<file path="config.mk">
export PLATFORM = sky130hd
export DESIGN_NAME = lsu_align_top
export DESIGN_NICKNAME = d
export VERILOG_FILES = /design/src/rtl/lsu_pkg.sv /design/src/rtl/lsu_agen.sv /design/src/rtl/lsu_align_chk.sv /design/src/rtl/lsu_lane_steer.sv /design/src/rtl/lsu_align_top.sv
export SDC_FILE = /design/constraint.sdc
export NUM_CORES = 1
export LEC_CHECK = 0
export ABC_CLOCK_PERIOD_IN_PS = 4150
export BUFFER_PORTS_ARGS = -buffer_cell sky130_fd_sc_hd__buf_2
export CAP_MARGIN = 20
export CORE_AREA = 2 2 150 152
export DETAILED_ROUTE_END_ITERATION = 6
export DIE_AREA = 0 0 152 154
export GPL_TIMING_DRIVEN = 0
export SLEW_MARGIN = 20
export SYNTH_ARGS = -nofsm -noshare
export SYNTH_HDL_FRONTEND = slang
export SYNTH_SLANG_ARGS = --single-unit
export TNS_END_PERCENT = 30
</file>
<file path="constraint.sdc">
create_clock -name clk -period 4.15 [get_ports clk]
set_input_delay 0 -clock clk [delete_from_list [all_inputs] [get_ports clk]]
set_output_delay 0 -clock clk [all_outputs]
set_load 0.02 [all_outputs]
</file>
<file path="src/rtl/lsu_pkg.sv">
package lsu_pkg;

    localparam int LANES  = 8;
    localparam int DATA_W = 8 * LANES;
    localparam int OFF_W  = $clog2(LANES);

    typedef enum logic [1:0] {
        SZ_BYTE = 2'd0,
        SZ_HALF = 2'd1,
        SZ_WORD = 2'd2,
        SZ_DBL  = 2'd3
    } acc_size_e;

    // Registered response carried from the request stage to the outputs
    typedef struct packed {
        logic              valid;
        logic              trap;
        logic              wen;
        logic [DATA_W-1:0] data;
    } rsp_core_t;

    // Size in bytes minus one; doubles as the low-address alignment mask
    function automatic logic [OFF_W-1:0] size_minus1(acc_size_e s);
        logic [OFF_W-1:0] r;
        case (s)
            SZ_BYTE: r = OFF_W'(0);
            SZ_HALF: r = OFF_W'(1);
            SZ_WORD: r = OFF_W'(3);
            default: r = OFF_W'(7);
        endcase
        return r;
    endfunction

    // Byte enables for an access starting at lane 0
    function automatic logic [LANES-1:0] base_enables(acc_size_e s);
        logic [LANES-1:0] r;
        case (s)
            SZ_BYTE: r = LANES'(8'h01);
            SZ_HALF: r = LANES'(8'h03);
            SZ_WORD: r = LANES'(8'h0F);
            default: r = LANES'(8'hFF);
        endcase
        return r;
    endfunction

endpackage

</file>
<file path="src/rtl/lsu_agen.sv">
module lsu_agen #(
    parameter int ADDR_W = 32,
    parameter int DISP_W = 16
) (
    input  logic [ADDR_W-1:0] base,
    input  logic [DISP_W-1:0] disp,
    output logic [ADDR_W-1:0] ea
);
    localparam int EXT_W = ADDR_W - DISP_W;

    logic [ADDR_W-1:0] disp_ext;

    generate
        if (EXT_W > 0) begin : g_ext
            assign disp_ext = {{EXT_W{disp[DISP_W-1]}}, disp};
        end else begin : g_noext
            assign disp_ext = disp[ADDR_W-1:0];
        end
    endgenerate

    assign ea = base + disp_ext;
endmodule

</file>
<file path="src/rtl/lsu_align_chk.sv">
module lsu_align_chk
    import lsu_pkg::*;
(
    input  acc_size_e        size,
    input  logic [OFF_W-1:0] off,
    output logic             misaligned
);
    assign misaligned = |(off & size_minus1(size));
endmodule

</file>
<file path="src/rtl/lsu_lane_steer.sv">
module lsu_lane_steer
    import lsu_pkg::*;
(
    input  acc_size_e         size,
    input  logic [OFF_W-1:0]  off,
    input  logic              big_endian,
    input  logic              sign_ext,
    input  logic [DATA_W-1:0] rdata,
    input  logic [DATA_W-1:0] wdata,
    output logic [LANES-1:0]  be,
    output logic [DATA_W-1:0] wdata_lanes,
    output logic [DATA_W-1:0] ldata
);
    logic [OFF_W-1:0]  nm1;
    logic [OFF_W-1:0]  start_lane;
    logic [DATA_W-1:0] shifted;
    logic [DATA_W-1:0] keep_mask;
    logic              top_bit;

    assign nm1 = size_minus1(size);

    // Lowest lane touched. Big-endian mirrors the offset about the doubleword,
    // so register byte i then sits on lane start_lane+i in both orderings.
    assign start_lane = big_endian ? (~off - nm1) : off;

    assign be = base_enables(size) << start_lane;

    // Store operand copied to every slot of its size
    always_comb begin
        case (size)
            SZ_BYTE: wdata_lanes = {LANES{wdata[7:0]}};
            SZ_HALF: wdata_lanes = {(LANES/2){wdata[15:0]}};
            SZ_WORD: wdata_lanes = {(LANES/4){wdata[31:0]}};
            default: wdata_lanes = wdata;
        endcase
    end

    // Load: shift selected lanes down, mask, then extend
    assign shifted = rdata >> {start_lane, 3'b000};

    always_comb begin
        case (size)
            SZ_BYTE: keep_mask = DATA_W'(64'h0000_0000_0000_00FF);
            SZ_HALF: keep_mask = DATA_W'(64'h0000_0000_0000_FFFF);
            SZ_WORD: keep_mask = DATA_W'(64'h0000_0000_FFFF_FFFF);
            default: keep_mask = {DATA_W{1'b1}};
        endcase
        top_bit = shifted[{nm1, 3'b111}];
        ldata   = shifted & keep_mask;
        if (sign_ext && top_bit) begin
            ldata = ldata | ~keep_mask;
        end
    end
endmodule

</file>
<file path="src/rtl/lsu_align_top.sv">
module lsu_align_top
    import lsu_pkg::*;
#(
    parameter int ADDR_W = 32,
    parameter int DISP_W = 16
) (
    input  logic              clk,
    input  logic              rst,
    input  logic              req_valid,
    input  logic              req_store,
    input  logic [1:0]        req_size,
    input  logic              req_signed,
    input  logic              req_big_endian,
    input  logic [ADDR_W-1:0] req_base,
    input  logic [DISP_W-1:0] req_disp,
    input  logic [63:0]       req_wdata,
    input  logic [63:0]       mem_rdata,
    output logic              mem_en,
    output logic              mem_we,
    output logic [ADDR_W-1:0] mem_addr,
    output logic [7:0]        mem_be,
    output logic [63:0]       mem_wdata,
    output logic              rsp_valid,
    output logic              rsp_trap,
    output logic              rsp_wen,
    output logic [63:0]       rsp_data,
    output logic [ADDR_W-1:0] rsp_fault_addr
);
    acc_size_e         size;
    logic [ADDR_W-1:0] ea;
    logic              misaligned;
    logic [LANES-1:0]  be_raw;
    logic [DATA_W-1:0] ldata;
    logic              go;
    rsp_core_t         rsp_d, rsp_q;
    logic [ADDR_W-1:0] fault_d, fault_q;

    assign size = acc_size_e'(req_size);

    lsu_agen #(.ADDR_W(ADDR_W), .DISP_W(DISP_W)) u_agen (
        .base (req_base),
        .disp (req_disp),
        .ea   (ea)
    );

    lsu_align_chk u_chk_align (
        .size       (size),
        .off        (ea[OFF_W-1:0]),
        .misaligned (misaligned)
    );

    lsu_lane_steer u_steer (
        .size        (size),
        .off         (ea[OFF_W-1:0]),
        .big_endian  (req_big_endian),
        .sign_ext    (req_signed),
        .rdata       (mem_rdata),
        .wdata       (req_wdata),
        .be          (be_raw),
        .wdata_lanes (mem_wdata),
        .ldata       (ldata)
    );

    assign go       = req_valid && !misaligned;
    assign mem_en   = go;
    assign mem_we   = go && req_store;
    assign mem_be   = go ? be_raw : '0;
    assign mem_addr = {ea[ADDR_W-1:OFF_W], {OFF_W{1'b0}}};

    always_comb begin
        rsp_d.valid = req_valid;
        rsp_d.trap  = req_valid && misaligned;
        rsp_d.wen   = go && !req_store;
        rsp_d.data  = (go && !req_store) ? ldata : '0;
        fault_d     = (req_valid && misaligned) ? ea : '0;
    end

    always_ff @(posedge clk) begin
        if (rst) begin
            rsp_q   <= '0;
            fault_q <= '0;
        end else begin
            rsp_q   <= rsp_d;
            fault_q <= fault_d;
        end
    end

    assign rsp_valid      = rsp_q.valid;
    assign rsp_trap       = rsp_q.trap;
    assign rsp_wen        = rsp_q.wen;
    assign rsp_data       = rsp_q.data;
    assign rsp_fault_addr = fault_q;
endmodule

</file>
==> results.ini, run 1 <==
[placement]
dp_cells = 1634
place_congestion = 1.01
pre_cts_ws_ns = -0.0165
portBuffers = 382
hpwl_um = 26500

[pwr]
p_per_area_nw_per_um2 = 360
clkPwrFrac_pct = 24.5
p_sw_share_pct = 43.1
p_int_w = 0.00207
cellLeakagePower_nw = 5.18
seqPwrFrac_pct = 27.4
power.switching_w = 0.00157
combPwrFrac_pct = 48.1
ir_drop_v = 0.000199

[cts]
cts-htree-levels = 3
numCtsBuffers = 9
cts-root-buf = clkbuf_16
cts_tree = yes
clockBufferDepth = 2
cts.sinks = 99
clkTransAtPathRegs_ns = 0.08

[die]
pin_count = 389
placeableCoreArea_um2 = 21700
die-area_um2 = 23400
dieHeight_um = 154
row_count = 54
initial_utilization_pct = 34.4
fp.dieW_um = 152

[worst_hold_path]
worstHoldStart = req_signed
hp-class = in -> reg

[routing]
route.detailed.drc = 0
viasPerCell = 5.19
finalWirelength_um = 31900
initialDrtViolationCount = 572
post_drt_wl_per_cell_um = 19.2
num_vias = 8622
antenna_left = 0
firstDrtPassIters = 5

[global_routing]
overflow = 0
grt_max_degree = 22
grt_usage_pct = 26.1
grt_pass1_wl_um = 48300
grt_pass1_vias = 8406
antenna_found_initial = 0

[yosys]
ys_ff_latch = 99
ys_warn_count = 0
syn_inst = 970
postSynthAreaPerCell_um2 = 7.69
synth.distinct_cells = 66
mappedNetlistArea_um2 = 7460
ys_dominant_reg_cell = dfxtp_1
synth_seq_area_share_pct = 26.6
synth_edf_count = 0
async_flop_share_pct = 0

[worst_setup_path]
worstSetupStartpoint = req_size[1]
crit_fanout = 10
cp.required_ns = 4.15
endpoint_kind = output pin
worstSetupStartpointType = primary input
path_class = in -> out
arrival_ns = 3.92

[layout]
area_delta_synth_final_pct = 36.0
nNetsFinal = 1593
layout-drive-gt1-share_pct = 37.5
final_cell_count_no_fill = 1661
most-common-layout-cells = buf_2, nand2_1, a21oi_1
mostFrequentLayoutCell = buf_2

[sta]
final_min_period_over_clock_period_pct = 94.4
layout_setup_ws_ns = 0.232
hold_viol_final = 0
worst_pin_slew_ns = 0.907
fmax_mhz = 255
period_minus_slack_ns = 3.92
rsz0062_at_grt = false
max_slew_margin_pct = 39.6
drv_slew = 0
setup_viol = 0
hold_slack_ns = 0.0286

[flow_run]
cap_violations = 0

[outcome]
status = complete, no violations

==> sequential cells by signal (all words and copies together), names as in the netlist <==
name / cells
rsp_trap: 1
rsp_data: 64
rsp_wen: 1
rsp_fault_addr: 32
rsp_valid: 1
==> metal layers <==
layer  share of wire, %  vias to the layer above  wire (um)  GRT usage [%]
met5                  0                        -          0              0
met4                2.5                        0        804           8.28
li1                   -                     4178          -              -
met1                 44                     3973      14100           34.8
met2                 45                      423      14500           42.0
met3                7.7                       48       2460           5.78
==> kinds of logic after synthesis <==
logic type               Yosys count  synth area share [%]
buffers and inverters            121                  8.69
multiplexers                      83                  12.4
flip-flops                        99                  26.6
AND/OR/NAND/NOR                  338                  20.6
XOR/XNOR                          33                  4.48
other                              1                0.0503
adder cells (fa/ha/maj)           34                  5.81
AO/OA/AOI/OAI                    261                  21.3
==> worst max-delay path, cell delays in order <==
cell	delay [ns]
buf_2	0.19
buf_1	0.45
clkbuf_2	0.39
xnor2_1	0.11
ha_1	0.32
a21o_1	0.11
clkbuf_1	0.42
clkbuf_1	0.50
clkbuf_1	0.49
o22ai_1	0.18
a221oi_1	0.50
buf_2	0.26
==> synthesized netlist by cell type, types with 2 or more instances <==
cell type	number	area, um^2
buf_6	3	33.8
o21bai_1	3	22.5
xor2_1	14	123
nand4_1	6	37.5
a21o_1	17	128
buf_1	13	48.8
mux2i_1	44	440
a31oi_1	28	175
o21a_1	9	67.6
o22ai_1	2	12.5
a21oi_1	105	526
nor2b_1	7	43.8
o21ai_2	8	70.1
o21ai_1	8	40.0
buf_4	42	315
a21oi_2	4	35.0
nand2_1	164	616
and3_1	11	68.8
nor2_1	49	184
a2111oi_0	2	17.5
clkbuf_1	34	128
or3_1	3	18.8
mux2_2	34	383
nor3_1	15	75.1
mux4_2	4	90.1
and2_1	32	200
nand2b_1	6	37.5
o211ai_1	3	22.5
buf_2	9	45.0
a211o_1	4	35.0
ha_1	33	413
o31ai_1	2	15.0
a211oi_1	10	75.1
nand3_1	38	190
dfxtp_1	99	1980
a21boi_0	3	22.5
inv_1	18	67.6
o21ai_0	41	205
xnor2_1	16	140
==> stage by stage <==
| step | power (W) | util [%] | setup TNS (ns) | area [um^2] |
|---|---|---|---|---|
| 6_report | 0.00365 | 46.8 | 0 | 10100 |
| 5_1_grt | 0.00385 | 46.7 | 0 | 10100 |
| 4_1_cts | 0.00365 | 46.7 | 0 | 10100 |
| 3_5_place_dp | 0.00274 | 44.8 | -0.0165 | 9730 |
| 3_3_place_gp | 0.00273 | 44.8 | 0 | 9730 |
| 2_1_floorplan | 0.00218 | - | 0 | 7460 |
==> path summary, 6_finish.rpt <==
path | to | slack [ns] | cells after the start
setup / recovery | mem_be[6] | 0.23 | 12
hold / removal | rsp_data[15] | 0.03 | 5
==> power groups by stage <==
stage / Combinational, W / Sequential [W] / Clock, W
floorplan: 0.00111 / 0.00107 / 0
global placement: 0.00171 / 0.00102 / 0
detailed placement: 0.00172 / 0.00102 / 0
CTS: 0.00173 / 0.000999 / 0.000922
global route: 0.00189 / 0.00100 / 0.000954
finish: 0.00175 / 0.000998 / 0.000895
==> repair_timing <==
item                                   4_1_cts  5_1_grt
resized for setup                            0        2
buffers inserted                             0        0
setup endpoints to repair                    0        6
endpoints found under the hold margin       18        0
hold buffers                                10        0
==> layout make-up <==
class	instances	area, um^2
Inverter	19	72.6
Clock inverter	7	83.8
Buffer	102	577
Fill cell	2294	11500
Sequential cell	99	1980
Timing Repair Buffer	392	2010
Antenna cell	1	2.50
Clock buffer	9	225
Multi-Input combinational cell	752	4840
Tap cell	280	350
No activity file was read; power rests on OpenSTA's default activity.
==> run 2, diff against run 1 <==
Settings changed: MAX_ROUTING_LAYER set to met4.
==> results.ini, run 2 (same netlist as run 1, synthesis figures left out) <==
[worst_hold_path]
hp-class = in -> reg

[pwr]
p_int_w = 0.00208
clkPwrFrac_pct = 24.5
power.switching_w = 0.00156
p_per_area_nw_per_um2 = 358
power.total_w = 0.00363
seqPwrFrac_pct = 27.5
ir_drop_v = 0.000197
combPwrFrac_pct = 48.0
p_sw_share_pct = 42.9
cellLeakagePower_nw = 5.18

[worst_setup_path]
cp.required_ns = 4.15
worstSetupStartpointType = primary input
path_class = in -> out
endpoint_kind = output pin
arrival_ns = 3.93
crit_fanout = 10
worstSetupStartpoint = req_size[1]
endpoint = mem_be[6]

[cts]
post_cts_buffers = 0
clockBufferDepth = 2
cts_tree = yes
cts-htree-levels = 3
cts-root-buf = clkbuf_16
numCtsBuffers = 9
cts.sinks = 99
clkTransAtPathRegs_ns = 0.08

[die]
initial_utilization_pct = 34.4
pin_count = 389
die-area_um2 = 23400
placeableCoreArea_um2 = 21700
fp.dieW_um = 152
dieHeight_um = 154
row_count = 54

[routing]
num_vias = 8571
antenna_left = 0
firstDrtPassIters = 5
post_drt_wl_per_cell_um = 18.9
viasPerCell = 5.16
finalWirelength_um = 31400
route.detailed.drc = 0
initialDrtViolationCount = 505

[global_routing]
antenna_found_initial = 0
grt_usage_pct = 26.6
overflow = 0
grt_pass1_wl_um = 47600
grt_max_degree = 22
grt_pass1_vias = 8293

[sta]
hold_viol_final = 0
period_minus_slack_ns = 3.93
final_min_period_over_clock_period_pct = 94.7
fin_setup_tns_ns = 0
max_slew_margin_pct = 40.8
rsz0062_at_grt = false
fmax_mhz = 254
worst_pin_slew_ns = 0.888
setup_viol = 0
drv_slew = 0

[placement]
dpl-instance-area_um2 = 9730
portBuffers = 382
place_congestion = 1.00
hpwl_um = 26400

[layout]
most-common-layout-cells = buf_2, nand2_1, a21oi_1
seqCellArea_um2 = 1980
largest_register_ffs = 64
multi_input_area_um2 = 4840
mostFrequentLayoutCell = buf_2
area_delta_synth_final_pct = 36.0
final_cell_area_um2 = 10100
utilization_pct = 46.8
nFillCells = 2243
layout-drive-gt1-share_pct = 37.4
nNetsFinal = 1593
num_antenna_cells = 0

[flow_run]
cap_violations = 0

[outcome]
status = complete, no violations

-- run 2: cell count changes in the layout (fill, tap and decap cells not counted) --
cell      before  now
clkbuf_2       2    1
inv_8          3    2
diode_2        1    0
inv_12         0    1
buf_1         12   13
-- run 2: how the worst min path moves through the flow --
stage	slack [ns]	cells past startpoint	end	startpoint
6_report	0.03	3	rsp_data[48]	mem_rdata[48]
5_1_grt	0.05	3	rsp_wen	req_store
4_1_cts	0.01	3	rsp_data[53]	mem_rdata[53]
3_5_place_dp	0.20	2	rsp_valid	rst
3_3_place_gp	0.20	2	rsp_valid	rst
2_1_floorplan	0.10	1	rsp_valid	rst
-- run 2: power groups by stage --
stage          combinational [W]  sequential (W)  clock (W)
6_report                 0.00174        0.000998   0.000892
5_1_grt                  0.00188         0.00100   0.000962
4_1_cts                  0.00173        0.000999   0.000918
3_5_place_dp             0.00171         0.00102          0
3_3_place_gp             0.00172         0.00102          0
2_1_floorplan            0.00111         0.00107          0
-- run 2: what timing repair did --
item,CTS,global route
endpoints found under the setup margin,0,5
hold buffers,10,0
hold endpoints to repair,17,0
resized for setup,0,1
-- run 2: through the flow --
stage | worst slack, ns | cells | hold slack, ns
3_5_place_dp | -0.0359 | 1634 | 0.203
6_report | 0.221 | 1660 | 0.0302
4_1_cts | 0.0855 | 1660 | 0.0130
5_1_grt | 0.0000293 | 1660 | 0.0525
3_3_place_gp | 0.00288 | 1634 | 0.197
2_1_floorplan | 1.09 | 972 | 0.104
-- run 2: layout make-up --
type / count / share of cell area (%)
multi-input cells: 752 / 47.7
repair buffers: 392 / 19.8
flip-flops and latches: 99 / 19.5
plain buffers: 102 / 5.67
well taps: 280 / 3.45
clock buffers: 9 / 2.22
clock inverters: 7 / 0.876
inverters: 19 / 0.716
-- run 2: routing by layer --
metal | vias to the layer above | global-route usage, % | share of wire, %
met5 | - | - | 0
met2 | 367 | 42.0 | 45
met4 | 0 | 7.74 | 2.6
li1 | 4185 | - | -
met1 | 3971 | 33.9 | 44
met3 | 48 | 6.37 | 7.6
-- run 2: worst max-delay path, stage by stage --
cell	delay, ns
buf_2	0.18
buf_1	0.42
buf_1	0.54
xnor2_1	0.14
ha_1	0.33
a21o_1	0.11
clkbuf_1	0.38
clkbuf_1	0.48
clkbuf_1	0.46
o22ai_1	0.17
a221oi_1	0.46
buf_2	0.25
==> run 3, diff against run 2 <==
Settings changed: CELL_PAD_IN_SITES_DETAIL_PLACEMENT set to 0, CELL_PAD_IN_SITES_GLOBAL_PLACEMENT set to 1, CORE_AREA 2 2 150 152 to not set, CORE_MARGIN set to 2, CORE_UTILIZATION set to 32, DIE_AREA 0 0 152 154 to not set, PLACE_DENSITY_LB_ADDON set to 0.1.
==> results.ini, run 3 (same netlist as run 1, synthesis figures left out) <==
[layout]
utilization_pct = 44.9
mostFrequentLayoutCell = buf_2
nFillCells = 2451
nNetsFinal = 1593
most-common-layout-cells = buf_2, nand2_1, a21oi_1
layout-drive-gt1-share_pct = 37.6
final_cell_area_um2 = 10200
area_delta_synth_final_pct = 37.0
largest_register_ffs = 64

[worst_setup_path]
endpoint_kind = output pin
worstSetupStartpoint = req_size[1]
cp.required_ns = 4.15
crit_fanout = 10
worstSetupStartpointType = primary input
path_class = in -> out
arrival_ns = 4.06

[pwr]
power.switching_w = 0.00158
cellLeakagePower_nw = 5.19
combPwrFrac_pct = 48.2
clkPwrFrac_pct = 24.9
ir_drop_v = 0.000244
power.total_w = 0.00370
p_per_area_nw_per_um2 = 362
p_int_w = 0.00212
p_sw_share_pct = 42.6
seqPwrFrac_pct = 26.9

[sta]
rsz0062_at_grt = true
hold_slack_ns = 0.0361
final_min_period_over_clock_period_pct = 97.9
setup_viol = 0
fin_setup_tns_ns = 0
drv_slew = 0
hold_viol_final = 0
period_minus_slack_ns = 4.06
max_slew_margin_pct = 42.0
fmax_mhz = 246
worst_pin_slew_ns = 0.870

[global_routing]
overflow = 0
grt_max_degree = 20
antenna_found_initial = 7
grt_pass1_vias = 8182
grt_pass1_wl_um = 50800
grt_usage_pct = 28.5

[cts]
clockBufferDepth = 2
post_cts_buffers = 0
cts_tree = yes
clkTransAtPathRegs_ns = 0.07
cts-htree-levels = 3
cts-root-buf = clkbuf_16
cts.sinks = 99
numCtsBuffers = 9

[die]
row_count = 55
fp.dieW_um = 157
die-area_um2 = 24500
pin_count = 389
initial_utilization_pct = 32.7
placeableCoreArea_um2 = 22800
dieHeight_um = 157

[placement]
dpl-instance-area_um2 = 9770
place_congestion = 1.00
hpwl_um = 29200
portBuffers = 382

[flow_run]
cap_violations = 0

[routing]
viasPerCell = 5.05
antenna_left = 0
route.detailed.drc = 0
firstDrtPassIters = 5
num_vias = 8581
initialDrtViolationCount = 442
post_drt_wl_per_cell_um = 20.6
finalWirelength_um = 35000

[worst_hold_path]
hp-class = in -> reg
worstHoldStart = mem_rdata[48]

[outcome]
status = complete, no violations

==> run 3: cell count changes in the layout (fill, tap and decap cells not counted), sizes merged <==
cell / delta
inv: -2
bufinv: +1
clkbuf: +2
buf: -2
diode: +7
clkinvlp: +1
==> run 3: power groups by stage <==
| stage | combinational [W] | sequential (W) | clock (W) |
|---|---|---|---|
| floorplan | 0.00111 | 0.00107 | 0 |
| global placement | 0.00177 | 0.00102 | 0 |
| detailed placement | 0.00176 | 0.00102 | 0 |
| CTS | 0.00178 | 0.000998 | 0.000947 |
| global route | 0.00192 | 0.00100 | 0.000986 |
| finish | 0.00178 | 0.000997 | 0.000921 |
==> run 3: worst paths after layout <==
path / endpoint / slack [ns] / cells after the start
max: mem_be[2] / 0.09 / 11
min: rsp_data[48] / 0.04 / 3
==> run 3: timing repair <==
item,4_1_cts,5_1_grt
endpoints found under the setup margin,2,3
hold endpoints to repair,18,0
resized for setup,1,3
hold buffers,10,0
==> run 3: final cells by class <==
type	count	area, um^2	share of cell area [%]
antenna	7	17.5	0.171
buffer	102	578	5.66
sequential	99	1980	19.4
tap	313	392	3.83
clock buffer	9	225	2.20
inverter	19	72.6	0.710
timing repair buffer	392	2010	19.7
multi-input combinational	752	4840	47.4
clock inverter	7	96.3	0.943
==> run 3: through the flow <==
stage,setup slack [ns],instances
after floorplan,1.09,972
after detailed placement,-0.267,1667
after global routing,-0.0459,1700
after global placement,-0.293,1667
final,0.0888,1700
after CTS,0.0211,1693
==> run 3: layer usage <==
metal | routed length (um) | GRT usage [%] | up-vias
met3 | 2260 | 6.48 | 50
li1 | - | - | 4199
met4 | 1030 | 9.92 | 0
met5 | 0 | - | -
met2 | 16100 | 45.1 | 321
met1 | 15600 | 35.8 | 4011
==> run 3: critical path, cell delays in order <==
cell      delay, ns
buf_2          0.15
nor2_2         0.48
inv_1          0.26
ha_1           0.38
a21oi_2        0.36
clkbuf_1       0.45
clkbuf_2       0.39
clkbuf_1       0.51
nand2_1        0.12
a211oi_1       0.65
buf_2          0.29
